`config.mk`:
```
export PLATFORM = sky130hd
export DESIGN_NAME = exc_seq
export DESIGN_NICKNAME = d
export VERILOG_FILES = /design/src/rtl/exc_seq.sv
export SDC_FILE = /design/constraint.sdc
export NUM_CORES = 1
export LEC_CHECK = 0
export ABC_AREA = 1
export BUFFER_PORTS_ARGS = -buffer_cell sky130_fd_sc_hd__buf_2
export CORE_MARGIN = 2
export CORE_UTILIZATION = 50
export DETAILED_ROUTE_END_ITERATION = 7
export PLACE_DENSITY = 0.82
export SKIP_LAST_GASP = 1
export SYNTH_ARGS = -nofsm -noshare
export SYNTH_HDL_FRONTEND = slang
export SYNTH_SLANG_ARGS = --single-unit
```
`constraint.sdc`:
```
create_clock -name clk_i -period 2.7 [get_ports clk_i]
set_input_delay 0.54 -clock clk_i [delete_from_list [all_inputs] [get_ports clk_i]]
set_output_delay 0.54 -clock clk_i [all_outputs]
set_load 0.005 [all_outputs]
```
`src/rtl/exc_seq.sv`:
```
module exc_seq #(
  parameter int EXCW = 9
) (
  input  logic                   clk_i,
  input  logic                   rst_ni,
  input  logic                   req_valid_i,
  input  logic signed [EXCW-1:0] req_irq_i,
  input  logic [7:0]             req_prio_i,
  input  logic                   exc_ret_i,
  input  logic [31:0]            exc_ret_val_i,
  input  logic                   svc_trap_i,
  input  logic                   pri_mask_i,
  input  logic                   flt_mask_i,
  input  logic [7:0]             base_pri_i,
  input  logic [31:0]            xpsr_i,
  input  logic [31:0]            control_i,
  output logic [3:0]             reg_raddr_o,
  input  logic [31:0]            reg_rdata_i,
  output logic                   reg_we_o,
  output logic [3:0]             reg_waddr_o,
  output logic [31:0]            reg_wdata_o,
  output logic                   mem_req_o,
  output logic                   mem_we_o,
  output logic [31:0]            mem_addr_o,
  output logic [31:0]            mem_wdata_o,
  input  logic [31:0]            mem_rdata_i,
  input  logic                   mem_ack_i,
  output logic                   busy_o,
  output logic                   svc_pend_o
);

  localparam logic [3:0] RG_LR   = 4'd5;
  localparam logic [3:0] RG_PC   = 4'd6;
  localparam logic [3:0] RG_XPSR = 4'd7;
  localparam logic [3:0] RG_MSP  = 4'd8;
  localparam logic [3:0] RG_PSP  = 4'd9;
  localparam logic [3:0] RG_CTRL = 4'd10;
  localparam logic signed [EXCW-1:0] NMI_IRQ = -14;
  localparam logic signed [EXCW-1:0] HF_IRQ  = -13;
  localparam logic [EXCW-1:0] EXC_OFS = EXCW'(16);
  localparam logic [31:0] RET_PROC = 32'hFFFF_FFFD;
  localparam logic [31:0] RET_MAIN = 32'hFFFF_FFF9;

  typedef enum logic [3:0] {
    S_IDLE, S_E_SP, S_E_RD, S_E_WR, S_E_SPW, S_E_VEC, S_E_XPSR, S_E_PC, S_E_LR,
    S_R_XPSR, S_R_CTRL, S_R_SP, S_R_RD, S_R_WR, S_R_SPW
  } st_t;

  st_t             st;
  logic [2:0]      cnt;
  logic [31:0]     sp;
  logic [31:0]     wbuf;
  logic [EXCW-1:0] exc_q;
  logic            proc_q;
  logic            ret_q;

  logic pm_ok, fm_ok, bp_ok, take, on_proc;
  logic [EXCW-1:0] exc_n;
  logic unused_bits;

  assign pm_ok   = !(pri_mask_i && (req_irq_i > HF_IRQ));
  assign fm_ok   = !(flt_mask_i && (req_irq_i != NMI_IRQ));
  assign bp_ok   = !((base_pri_i[7:4] != 4'd0) && ({base_pri_i[7:4], 4'h0} <= req_prio_i));
  assign take    = req_valid_i && pm_ok && fm_ok && bp_ok;
  assign on_proc = (xpsr_i[8:0] <= 9'd1) && control_i[1];
  assign exc_n   = $unsigned(req_irq_i) + EXC_OFS;
  assign unused_bits = ^{exc_ret_val_i[31:3], exc_ret_val_i[1:0], base_pri_i[3:0]};

  assign busy_o = (st != S_IDLE);

  always_comb begin
    reg_raddr_o = 4'd0;
    case (st)
      S_E_SP:  reg_raddr_o = proc_q ? RG_PSP : RG_MSP;
      S_E_RD:  reg_raddr_o = 4'(3'd7 - cnt);
      S_R_SP:  reg_raddr_o = ret_q ? RG_PSP : RG_MSP;
      default: reg_raddr_o = 4'd0;
    endcase
  end

  always_comb begin
    reg_we_o    = 1'b1;
    reg_waddr_o = 4'd0;
    reg_wdata_o = 32'd0;
    case (st)
      S_E_SPW: begin
        reg_waddr_o = proc_q ? RG_PSP : RG_MSP;
        reg_wdata_o = sp;
      end
      S_E_XPSR: begin
        reg_waddr_o = RG_XPSR;
        reg_wdata_o = {xpsr_i[31:EXCW], exc_q};
      end
      S_E_PC: begin
        reg_waddr_o = RG_PC;
        reg_wdata_o = wbuf;
      end
      S_E_LR: begin
        reg_waddr_o = RG_LR;
        reg_wdata_o = proc_q ? RET_PROC : RET_MAIN;
      end
      S_R_XPSR: begin
        reg_waddr_o = RG_XPSR;
        reg_wdata_o = {xpsr_i[31:EXCW], {EXCW{1'b0}}};
      end
      S_R_CTRL: begin
        reg_waddr_o = RG_CTRL;
        reg_wdata_o = {control_i[31:2], ret_q, control_i[0]};
      end
      S_R_WR: begin
        reg_waddr_o = {1'b0, cnt};
        reg_wdata_o = (cnt == 3'd7) ?
          {wbuf[31:27], xpsr_i[26:20], wbuf[19:16], xpsr_i[15:0]} : wbuf;
      end
      S_R_SPW: begin
        reg_waddr_o = ret_q ? RG_PSP : RG_MSP;
        reg_wdata_o = sp;
      end
      default: reg_we_o = 1'b0;
    endcase
  end

  assign mem_req_o   = (st == S_E_WR) || (st == S_E_VEC) || (st == S_R_RD);
  assign mem_we_o    = (st == S_E_WR);
  assign mem_wdata_o = (st == S_E_WR) ? wbuf : 32'd0;
  assign mem_addr_o  = (st == S_E_VEC) ? {{(30-EXCW){1'b0}}, exc_q, 2'b00} :
                       mem_req_o ? sp : 32'd0;

  always_ff @(posedge clk_i) begin
    if (!rst_ni) svc_pend_o <= 1'b0;
    else         svc_pend_o <= svc_trap_i;
  end

  always_ff @(posedge clk_i) begin
    if (!rst_ni) begin
      st     <= S_IDLE;
      cnt    <= 3'd0;
      sp     <= 32'd0;
      wbuf   <= 32'd0;
      exc_q  <= '0;
      proc_q <= 1'b0;
      ret_q  <= 1'b0;
    end else begin
      case (st)
        S_IDLE: begin
          if (exc_ret_i) begin
            ret_q <= exc_ret_val_i[2];
            st    <= S_R_XPSR;
          end else if (take) begin
            exc_q  <= exc_n;
            proc_q <= on_proc;
            st     <= S_E_SP;
          end
        end
        S_E_SP: begin
          sp  <= reg_rdata_i;
          cnt <= 3'd0;
          st  <= S_E_RD;
        end
        S_E_RD: begin
          wbuf <= reg_rdata_i;
          sp   <= sp - 32'd4;
          st   <= S_E_WR;
        end
        S_E_WR: if (mem_ack_i) begin
          if (cnt == 3'd7) st <= S_E_SPW;
          else begin
            cnt <= cnt + 3'd1;
            st  <= S_E_RD;
          end
        end
        S_E_SPW: st <= S_E_VEC;
        S_E_VEC: if (mem_ack_i) begin
          wbuf <= mem_rdata_i;
          st   <= S_E_XPSR;
        end
        S_E_XPSR: st <= S_E_PC;
        S_E_PC:   st <= S_E_LR;
        S_E_LR:   st <= S_IDLE;
        S_R_XPSR: st <= S_R_CTRL;
        S_R_CTRL: st <= S_R_SP;
        S_R_SP: begin
          sp  <= reg_rdata_i;
          cnt <= 3'd0;
          st  <= S_R_RD;
        end
        S_R_RD: if (mem_ack_i) begin
          wbuf <= mem_rdata_i;
          sp   <= sp + 32'd4;
          st   <= S_R_WR;
        end
        S_R_WR: begin
          if (cnt == 3'd7) st <= S_R_SPW;
          else begin
            cnt <= cnt + 3'd1;
            st  <= S_R_RD;
          end
        end
        S_R_SPW: st <= S_IDLE;
        default: st <= S_IDLE;
      endcase
    end
  end

endmodule

```
After elaboration in Yosys (flattened, before gate mapping) --
Index checks and enable logic that the tools add are counted.
Cells by class: bitwise gates (word level) 1, reductions and logical operators 29, $add $sub $neg 5, magnitude comparators 3, muxes and demuxes 26, eq/ne operators 21
Operators by type and width (count):
- 32-bit one-hot mux with 7 select lines | 1
- 32-bit two-way mux | 5
- 32-bit one-hot mux with 3 select lines | 1
- 32-bit one-hot mux with 2 select lines | 1
- 4-bit one-hot mux with 13 select lines | 1
- 32-bit by 3-bit adder with 32-bit output, second input constant | 1
- 32-bit by 3-bit subtractor with 32-bit output, second input constant | 1
- 4-bit equality test, second input constant | 7
- 4-bit one-hot mux with 7 select lines | 1
- 27-bit two-way mux | 1
- 4-bit two-way mux | 5
- 4-bit by 3-bit equality test with 1-bit output, second input constant | 4
- 3-bit two-way mux | 4
- 4-bit one-hot mux with 3 select lines | 1
- 9-bit by 5-bit adder with 9-bit output, second input constant | 1
- 9-bit by 5-bit > comparator with 1-bit output, second input constant | 1
- 9-bit by 1-bit <= comparator with 1-bit output, second input constant | 1
- 9-bit by 5-bit != test with 1-bit output, second input constant | 1
- 3-bit one-hot mux with 3 select lines | 1
- 4-bit by 2-bit equality test with 1-bit output, second input constant | 2
- 8-bit <= comparator | 1
- 2-bit AND reduction | 4
- 4-bit nonzero test | 2
- 2-bit OR reduction | 4
- other kinds (19) | 33
Word-level totals: output and inout bits 109, bits in registers 83, logic and storage cells 93, bits of input ports 193

Longest topological paths before layout --
depth in word-level cells 9, mapped depth 16, mapped depth without buffers 16

Worst setup path before layout --
OpenSTA, ideal clock, no wires.
kind register to register, start reg st[1], end reg sp[18], data required time 2.630 ns, slack 0.494 ns, arrival time 2.136 ns, cell stages (with the launch flop) 15, setup time 0.070 ns, clock period less this slack 2.206 ns, path buffers 0, cell sequence dfxtp_1 > nor2_2 > nand2_4 > inv_2 > fa_1 > inv_1 > nand3_1 > nand3_1 > nand2_1 > nand2_1 > nand3_1 > nand2_1 > xor2_1 > nand2_1 > a21oi_1
Between the ends: cells in the longest elaborated chain, start to end 4, elaborated cells between the ends (all ways) 9, classes of those cells eq/ne: 5; mux: 1; reduce/logical: 3
Ends and longest elaborated chain:
- from (decl) | line 49 | st_t st;
- from (signal assigned) | line 136 | st <= S_IDLE;
- from (signal assigned) | line 148 | st <= S_R_XPSR;
- from (signal assigned) | line 152 | st <= S_E_SP;
- 4-bit equality test or 4-bit by 1-bit equality test with 1-bit output (tied branches) | line 144 | case (st)
- 2-bit OR reduction (no line)
- 3-bit nonzero test (no line)
- 2-bit AND reduction (no line)
- to (signal assigned) | line 156 | sp <= reg_rdata_i;
- to (signal assigned) | line 162 | sp <= sp - 32'd4;
- to (signal assigned) | line 183 | sp <= reg_rdata_i;
- to (decl) | line 51 | logic [31:0] sp;
Several ways; a longest one is shown, not always the timed one. A chain may end at the register's enable or synchronous reset.

Worst setup path in the final report --
start reg cnt[1], end out reg_wdata_o[14]
Between the ends: cells in the longest elaborated chain, start to end 3
Ends and longest elaborated chain:
- from (decl) | line 50 | logic [2:0] cnt;
- from (signal assigned) | line 168 | cnt <= cnt + 3'd1;
- from (signal assigned) | line 195 | cnt <= cnt + 3'd1;
- 3-bit equality test | line 112 | reg_wdata_o = (cnt == 3'd7) ?
- 27-bit two-way mux | line 112
- 32-bit one-hot mux with 7 select lines | line 85 | case (st)
- to (decl) | line 21 | output logic [31:0] reg_wdata_o,
No other way between the ends.

==> impl_metrics.env <==
export IMPL_holdBufCountCts=0
export IMPL_cts_tree="built"
export IMPL_drive_gt1_share_pct=24.0
export IMPL_grt_start_max_net_pins=55
export IMPL_start_kind="flop"
export IMPL_grt_pass1_vias=8407
export IMPL_syn_inst=1310
export IMPL_antenna_found_initial=1
export IMPL_cp_data_required_time_ps=2160
export IMPL_hold_slack_ps=375
export IMPL_core_area_um2=15000
export IMPL_numClockSinks=83
export IMPL_antenna_cells=0
export IMPL_fillers=1477
export IMPL_root_buffer="clkbuf_16"
export IMPL_fin_crit_sh_pct=97.6
export IMPL_start_util_pct=50.6
export IMPL_synth_edf_count=0
export IMPL_ys_seq_area_share_pct=21.9
export IMPL_run_status="finished clean"
export IMPL_period_minus_slack_ps=2630
export IMPL_postRouteAntennaNets=0
export IMPL_max_stage_delay_ps=340
export IMPL_syn_area_um2=7600
export IMPL_cts_htree_levels=3
export IMPL_die_width_um=127
export IMPL_drt_wl_total_um=31100
export IMPL_drt_pass1_iterations=7
export IMPL_async_flop_share_pct=0
export IMPL_clock_latency_ps=350
export IMPL_fin_area_um2=9760
export IMPL_final_nets=1800
export IMPL_io_pins=302
export IMPL_drc_errors=0
export IMPL_crit_chain="ha_1 -> ha_1 -> inv_1 -> nand2_1 -> nand2_1 -> inv_1 -> buf_8 -> o2111ai_2 -> buf_2"
export IMPL_routabilityCongestion=0.997
export IMPL_pre_cts_ws_ps=24.4
export IMPL_rows=45
export IMPL_crit_type="reg -> out"
export IMPL_die_area_um2=16200
export IMPL_yosysWarnings=0
export IMPL_worstHoldPathType="in -> reg"
export IMPL_portBuffers=266
export IMPL_clkTransAtPathRegs_ps=70
export IMPL_drtIter0Drc=1346
export IMPL_placed_area_um2=9230
export IMPL_dp_cells=1745
export IMPL_regToRegSetupSlack_ps=170
export IMPL_track_usage_pct=36.4
export IMPL_slew_headroom_pct=45.4
export IMPL_wl_per_cell_um=17.6
export IMPL_hold_violations=0
export IMPL_overflow=0
export IMPL_fmax_mhz=380
export IMPL_drv_slew=0
export IMPL_setup_viol=0
export IMPL_fin_worst_skew_ps=10.0
export IMPL_grt_pass1_wl_um=46000
export IMPL_power_density_nw_per_um2=1020
export IMPL_peakVddDrop_uv=525
export IMPL_leakagePower_nw=5.32
export IMPL_clk_path_buf_depth=2
export IMPL_synth_nets=1539
export IMPL_layout_common_cells="nand2_1 (371), buf_2 (266), inv_1 (194)"
export IMPL_cts_buffers_inserted=9
export IMPL_die_h_um=127
export IMPL_final_cells=1764
export IMPL_cp_arrival_ps=2090
export IMPL_p_total_mw=9.99
export IMPL_end_kind="output port"
export IMPL_area_growth_pct=28.4
export IMPL_cp_slowest_cell="dfxtp_1"
export IMPL_tightest_slew_ps=818
export IMPL_synth_main_ff_cell="dfxtp_1"
export IMPL_utilization_pct=64.9
export IMPL_fin_setup_tns_ps=0
export IMPL_yosys_register_bits=83
export IMPL_final_common_cell="nand2_1"
export IMPL_worstPathMaxFanout=19
export IMPL_syn_mean_instance_area_um2=5.80
export IMPL_max_cap_violations=0
export IMPL_vias=9876
export IMPL_post_dp_hpwl_um=24300
export IMPL_viasPerCell=5.60
export IMPL_synth_cell_types=45
export IMPL_rsz0062_at_grt="true"
export IMPL_post_route_worst_setup_slack_ps=65.3
sequential cells by signal (all words and copies together), names as in the netlist:
register	flops
sp	32
wbuf	32
exc_q	9
st	4
cnt	3
proc_q	1
ret_q	1
svc_pend_o	1
critical path, delay by kind of cell (launching register included):
kind	cells	cell delay, ps
fa+ha+maj	2	370
flops	1	340
compound gates	1	230
buf+inv	4	550
simple gates	2	250
path summary, 6_finish.rpt:
path	startpoint	endpoint	cells after the start
worst max register to register	st[2]	sp[20]	14
worst min-delay path	svc_trap_i	svc_pend_o	3
worst max-delay path	cnt[1]	reg_wdata_o[14]	9
worst min register to register	exc_q[1]	exc_q[1]	2
report_power, final:
| group | switching [mW] | leakage, nW | internal [mW] |
|---|---|---|---|
| sequential | 0.364 | 0.682 | 1.60 |
| combinational | 4.36 | 4.48 | 2.35 |
| clock | 0.540 | 0.156 | 0.771 |
cell type report:
type,count,area (um2),share of cell area (%)
Multi-Input combinational cell,963,5040,51.7
Timing Repair Buffer,308,1720,17.6
Sequential cell,83,1670,17.1
Inverter,206,783,8.03
Clock buffer,11,253,2.59
Tap cell,188,235,2.41
Clock inverter,5,61.3,0.628
synthesized netlist by cell type, types with 3 or more instances:
master | number | area share (%)
a21oi_1 | 101 | 6.7
a221oi_1 | 9 | 1.0
a22oi_1 | 5 | 0.49
a31oi_1 | 35 | 2.9
buf_2 | 17 | 1.1
buf_4 | 8 | 0.79
clkbuf_1 | 30 | 1.5
dfxtp_1 | 83 | 22
ha_1 | 35 | 5.8
inv_1 | 196 | 9.7
inv_2 | 8 | 0.40
nand2_1 | 375 | 19
nand2_2 | 4 | 0.33
nand3_1 | 90 | 5.9
nand4_1 | 8 | 0.66
nor2_1 | 127 | 6.3
nor2_2 | 5 | 0.41
nor3_1 | 3 | 0.20
nor4_1 | 3 | 0.25
o2111ai_1 | 27 | 3.1
o211ai_1 | 4 | 0.40
o21ai_0 | 53 | 3.5
o21ai_1 | 34 | 2.2
o21bai_1 | 4 | 0.40
o221ai_1 | 5 | 0.58
xor2_1 | 17 | 2.0
logic make-up after synthesis:
kind of cell | share of synthesized area, %
flip-flops | 21.9
buffers and inverters | 14.0
adder cells (fa/ha/maj) | 6.03
AO/OA/AOI/OAI | 22.5
XOR/XNOR | 2.07
AND/OR/NAND/NOR | 33.5
timing repair:
action / in CTS / in global routing
cloned: 0 / 1
resized for setup: 8 / 27
pin swaps: 0 / 2
setup buffers: 0 / 2
endpoints found under the setup margin: 39 / 41
layer usage:
metal	global-route usage, %	vias up	part of all wire [%]
met1	52.6	4441	43
met3	8.50	60	12
met4	10.1	0	2.6
met5	0	-	0
li1	-	4808	-
met2	54.0	567	42
No activity file was read; power rests on OpenSTA's default activity.
